### src/rtl/blkio_seq.sv
module blkio_seq (
  input  logic        clk,
  input  logic        rst_n,
  input  logic        start,
  input  logic [7:0]  op_pre,
  input  logic [7:0]  op_sub,
  input  logic [7:0]  acc_in,
  input  logic [15:0] hl_in,
  input  logic [7:0]  b_in,
  input  logic [7:0]  c_in,
  input  logic [7:0]  f_in,
  input  logic        irq,
  output logic        bus_req,
  output logic        bus_wr,
  output logic        bus_io,
  output logic [15:0] bus_addr,
  output logic [7:0]  bus_wdata,
  input  logic [7:0]  bus_rdata,
  input  logic        bus_ack,
  output logic        busy,
  output logic        done,
  output logic        irq_taken,
  output logic [15:0] hl_out,
  output logic [7:0]  b_out,
  output logic [7:0]  f_out
);

  localparam logic [7:0] OP_DIR  = 8'hD3;
  localparam logic [7:0] OP_ED   = 8'hED;
  localparam logic [7:0] OP_OUTD = 8'hAB;
  localparam logic [7:0] OP_INIR = 8'hB2;
  localparam logic [7:0] OP_OTIR = 8'hB3;
  localparam int unsigned ZBIT = 6;
  localparam int unsigned NBIT = 1;

  typedef enum logic [2:0] {S_IDLE, S_F1, S_F2, S_X1, S_X2, S_RW} st_t;
  typedef enum logic [1:0] {M_DIR, M_OUTD, M_INIR, M_OTIR} md_t;

  st_t         st;
  md_t         md;
  logic [2:0]  tcnt;
  logic [2:0]  len;
  logic        got;
  logic [7:0]  acc, port_n, dbuf, b, c, f;
  logic [15:0] hl;

  wire dec_dir  = op_pre == OP_DIR;
  wire dec_ed   = op_pre == OP_ED &&
                  (op_sub == OP_OUTD || op_sub == OP_INIR || op_sub == OP_OTIR);
  wire accept   = start && st == S_IDLE && (dec_dir || dec_ed);
  wire bus_mc   = st == S_X1 || st == S_X2;
  wire rep_md   = md == M_INIR || md == M_OTIR;
  wire last_t   = tcnt == len - 3'd1 && (!bus_mc || got);
  wire [7:0]  b_dec   = b - 8'd1;
  wire [15:0] hl_next = (md == M_OUTD) ? hl - 16'd1 : hl + 16'd1;
  wire [15:0] io_addr = (md == M_DIR) ? {acc, port_n} : {b, c};

  always_comb begin
    case (st)
      S_F1:    len = 3'd4;
      S_F2:    len = (md == M_DIR) ? 3'd3 : 3'd5;
      S_X1:    len = 3'd3;
      S_X2:    len = 3'd4;
      S_RW:    len = 3'd5;
      default: len = 3'd1;
    endcase
  end

  assign bus_req   = bus_mc && !got;
  assign bus_wr    = st == S_X2;
  assign bus_io    = bus_mc && ((st == S_X1) ? (md == M_INIR) : (md != M_INIR));
  assign bus_addr  = !bus_mc ? 16'h0000 : (bus_io ? io_addr : hl);
  assign bus_wdata = (st != S_X2) ? 8'h00 : ((md == M_DIR) ? acc : dbuf);

  assign busy   = st != S_IDLE;
  assign hl_out = hl;
  assign b_out  = b;
  assign f_out  = f;

  always_ff @(posedge clk or negedge rst_n) begin
    if (!rst_n) begin
      st        <= S_IDLE;
      md        <= M_DIR;
      tcnt      <= 3'd0;
      got       <= 1'b0;
      acc       <= 8'h00;
      port_n    <= 8'h00;
      dbuf      <= 8'h00;
      b         <= 8'h00;
      c         <= 8'h00;
      f         <= 8'h00;
      hl        <= 16'h0000;
      done      <= 1'b0;
      irq_taken <= 1'b0;
    end else begin
      done      <= 1'b0;
      irq_taken <= 1'b0;
      if (bus_req && bus_ack) begin
        got <= 1'b1;
        if (st == S_X1) dbuf <= bus_rdata;
      end
      case (st)
        S_IDLE: begin
          if (accept) begin
            st     <= S_F1;
            tcnt   <= 3'd0;
            got    <= 1'b0;
            acc    <= acc_in;
            port_n <= op_sub;
            hl     <= hl_in;
            b      <= b_in;
            c      <= c_in;
            f      <= f_in;
            if (dec_dir)                md <= M_DIR;
            else if (op_sub == OP_OUTD) md <= M_OUTD;
            else if (op_sub == OP_INIR) md <= M_INIR;
            else                        md <= M_OTIR;
          end
        end
        default: begin
          if (!last_t) begin
            if (tcnt != len - 3'd1) tcnt <= tcnt + 3'd1;
          end else begin
            tcnt <= 3'd0;
            got  <= 1'b0;
            case (st)
              S_F1: st <= S_F2;
              S_F2: st <= (md == M_DIR) ? S_X2 : S_X1;
              S_X1: st <= S_X2;
              S_X2: begin
                if (md != M_DIR) begin
                  hl      <= hl_next;
                  b       <= b_dec;
                  f[ZBIT] <= b_dec == 8'h00;
                  f[NBIT] <= 1'b1;
                end
                if (rep_md && b_dec != 8'h00) begin
                  st <= S_RW;
                end else begin
                  st   <= S_IDLE;
                  done <= 1'b1;
                end
              end
              S_RW: begin
                if (irq) begin
                  st        <= S_IDLE;
                  irq_taken <= 1'b1;
                end else begin
                  st <= S_F1;
                end
              end
              default: st <= S_IDLE;
            endcase
          end
        end
      endcase
    end
  end

endmodule

### config.mk
export PLATFORM = sky130hd
export DESIGN_NAME = blkio_seq
export DESIGN_NICKNAME = d
export VERILOG_FILES = /design/src/rtl/blkio_seq.sv
export SDC_FILE = /design/constraint.sdc
export NUM_CORES = 1
export LEC_CHECK = 0
export CORE_MARGIN = 4
export CORE_UTILIZATION = 38
export CTS_CLUSTER_DIAMETER = 40
export DETAILED_ROUTE_END_ITERATION = 12
export PLACE_DENSITY = 0.66
export SLEW_MARGIN = 20
export SYNTH_ARGS = -nofsm -noshare
export SYNTH_HDL_FRONTEND = slang
export SYNTH_SLANG_ARGS = --single-unit
### constraint.sdc
create_clock -name clk -period 8.4 [get_ports clk]
set_input_delay 2.1 -clock clk [delete_from_list [all_inputs] [get_ports clk]]
set_output_delay 2.1 -clock clk [all_outputs]
set_load 0.1 [all_outputs]
==> impl_metrics.env <==
export IMPL_layout_drive_gt1_share=0.0779
export IMPL_cts_setup_buffers=0
export IMPL_synth_cell_types=68
export IMPL_fin_crit_sh=0.668
export IMPL_ys_ff_latch=75
export IMPL_syn_nets=675
export IMPL_drtIter0Drc=335
export IMPL_clockBufferDepth=2
export IMPL_worstSkewPairLatency_ps=330
export IMPL_first_pass_iters=5
export IMPL_synth_flop_cell="dfrtp_1"
export IMPL_cp_data_required_time_ps=6300
export IMPL_die_h_um=121
export IMPL_synth_edf_count=0
export IMPL_p_switching_uw=1060
export IMPL_grt_pass1_wl_um=23900
export IMPL_worstHoldEndpoint="port_n[7]"
export IMPL_die_area_sq_um=14600
export IMPL_hold_class="reg2reg"
export IMPL_finalHoldViolCount=0
export IMPL_syn_to_final_growth_pct=37.6
export IMPL_p_int_uw=1070
export IMPL_wl_met2_um=6870
export IMPL_final_setup_tns_ps=0
export IMPL_wirelength_um=14800
export IMPL_postLayoutCoreUtil=0.544
export IMPL_viasPerCell=5.29
export IMPL_p_leak_uw=0.00300
export IMPL_holdCritStartpoint="port_n[7]"
export IMPL_antenna_left=0
export IMPL_drt_met1_wl_um=6430
export IMPL_portBuffers=138
export IMPL_setup_viol=0
export IMPL_root_buffer="clkbuf_16"
export IMPL_core_area_sq_um=12200
export IMPL_cp_arrival_ps=3510
export IMPL_path_max_fanout=17
export IMPL_fin_crit_ps=5610
export IMPL_antenna_found_initial=0
export IMPL_num_rows=40
export IMPL_post_cts_resized=0
export IMPL_grt_overflow=0
export IMPL_dpl_hpwl_um=11000
export IMPL_r2r_slack_ps=5050
export IMPL_cts_sinks=75
export IMPL_stdcell_count=874
export IMPL_drc=0
export IMPL_grt_setup_unrepaired="false"
export IMPL_met3WireLength_um=1180
export IMPL_first_global_vias=4720
export IMPL_hold_buffers=0
export IMPL_globalRouteTotalUtil=0.204
export IMPL_slew_viol_final=0
export IMPL_top_layer_used="met4"
export IMPL_layout_nets=797
export IMPL_fin_skew_ps=6.13
export IMPL_fmax_mhz=178
export IMPL_r2r_start="md[1]"
export IMPL_vias=4621
export IMPL_clk_pin_slew_ps=60
export IMPL_crit_path_start="st[1]"
export IMPL_power_frac_clock=0.200
export IMPL_maxCapViolations=0
export IMPL_ios=139
export IMPL_preCtsSetupSlack_ps=3170
export IMPL_avgSynthCellArea_sq_um=8.33
export IMPL_htreeDepth=3
export IMPL_cts_made_buffers=9
export IMPL_cp_end_kind="output port"
export IMPL_combPwrFrac=0.555
export IMPL_r2r_end="hl_out[13]"
export IMPL_post_drt_wl_per_cell_um=16.9
export IMPL_worst_slack_ps=2790
export IMPL_ir_drop_mv=0.104
export IMPL_tightest_slew_ps=1050
export IMPL_ys_seq_area_frac=0.389
export IMPL_run_status="finished clean"
export IMPL_synthArstFlopShare=1.00
export IMPL_cts_tree="built"
export IMPL_power_density_nw_per_um2=321
export IMPL_place_gp_congestion=0.988
export IMPL_dp_cells=857
export IMPL_seqPwrFrac=0.245
export IMPL_critPathLaunchType="flip-flop"
export IMPL_switching_share=0.500
export IMPL_maxSlewHeadroom=0.298
export IMPL_antenna_cells=0
export IMPL_die_w_um=121
export IMPL_initial_core_util=0.395
export IMPL_min_path_cells=2
export IMPL_rr_worst_depth=10
export IMPL_crit_type="reg2out"
export IMPL_syn_inst=579
export IMPL_synth_area_sq_um=4820
export IMPL_grt_start_max_net_pins=76
export IMPL_yosys_warnings=0
==> power groups by stage <==
stage / sequential (uW) / clock (uW) / combinational, uW
after floorplan: 715 / 0 / 712
after global placement: 524 / 0 / 1140
after detailed placement: 527 / 0 / 1170
after CTS: 521 / 433 / 1180
after global routing: 536 / 445 / 1270
final: 522 / 425 / 1180
==> critical path, cell delays in order (launching register included) <==
cell and delay [ps]:
dfrtp_1 500, nor2_1 140, nand2_1 390, nand2_1 710, nand3_1 160, o21ai_0 120
clkdlybuf4s50_1 1160
==> metal layers <==
metal / vias to the layer above / track usage
met5: - / 0
met4: 0 / 0.0779
met3: 24 / 0.0524
met2: 183 / 0.333
met1: 2153 / 0.260
li1: 2261 / -
==> worst max path at each step <==
stage,cells after the start,end
floorplan,7,bus_addr[0]
global placement,8,bus_addr[13]
detailed placement,8,bus_addr[1]
CTS,8,bus_addr[12]
global route,8,bus_addr[1]
finish,6,bus_addr[12]
==> cell type report <==
cell class / count / area [sq um]
Clock buffer: 10 / 229
Tap cell: 168 / 210
Multi-Input combinational cell: 458 / 2730
Fill cell: 1198 / 5570
Clock inverter: 6 / 97.6
Inverter: 13 / 48.8
Timing Repair Buffer: 144 / 1440
Sequential cell: 75 / 1880
==> cell usage after synthesis (4+ instances only) <==
master    number  area share
nand2_1      139        0.11
dfrtp_1       75        0.39
a21oi_1       50       0.052
o21ai_0       44       0.046
nor2_1        41       0.032
nand3_1       23       0.024
ha_1          18       0.047
clkbuf_1      17       0.013
inv_1         11      0.0086
buf_2         10       0.010
mux2_2        10       0.023
mux2i_1       10       0.021
nor3_1        10       0.010
xnor2_1       10       0.018
a21boi_0       8       0.012
a21o_1         8       0.012
xor2_1         7       0.013
and3_1         5      0.0065
a211oi_2       4       0.010
buf_6          4      0.0093
nor2b_1        4      0.0052
nor3b_1        4      0.0062
==> state kept, by name, indices dropped and copies added (netlist names) <==
signal and count:
hl_out 16, acc 8, done 1, b_out 8
tcnt 3, c 8, got 1, st 3
f_out 8, dbuf 8, irq_taken 1, port_n 8
md 2
==> placed cells by master, fill, tap and decap left out, types with 4 or more instances in the layout <==
| cell | count |
|---|---|
| nand2_1 | 139 |
| ha_1 | 18 |
| clkbuf_16 | 9 |
| nor2b_1 | 4 |
| a211oi_2 | 4 |
| a21oi_1 | 49 |
| dfrtp_1 | 75 |
| xnor2_1 | 10 |
| inv_1 | 11 |
| nor3_1 | 9 |
| mux2i_1 | 10 |
| and3_1 | 5 |
| a21boi_0 | 8 |
| xor2_1 | 7 |
| a21o_1 | 8 |
| mux2_2 | 10 |
| nor2_1 | 41 |
| o21ai_0 | 44 |
| clkdlybuf4s50_1 | 137 |
| buf_4 | 6 |
| nand3_1 | 23 |
| nor3b_1 | 4 |
==> through the flow <==
stage	hold slack, ps	cell area, sq um	total power [uW]
after detailed placement	462	6280	1700
after global placement	459	6280	1670
final	472	6640	2130
after floorplan	445	4820	1430
after CTS	478	6610	2130
after global routing	494	6640	2250
==> logic make-up (layout without fill, tap and decap cells) <==
kind of cell             Yosys count  after routing  synth area share
adder cells (fa/ha/maj)           19             19            0.0508
XOR/XNOR                          17             17            0.0309
multiplexers                      20             20            0.0441
AO/OA/AOI/OAI                    155            155             0.208
AND/OR/NAND/NOR                  247            247             0.231
flip-flops                        75             75             0.389
buffers and inverters             46            173            0.0462
No activity file was read; power rests on OpenSTA's default activity.
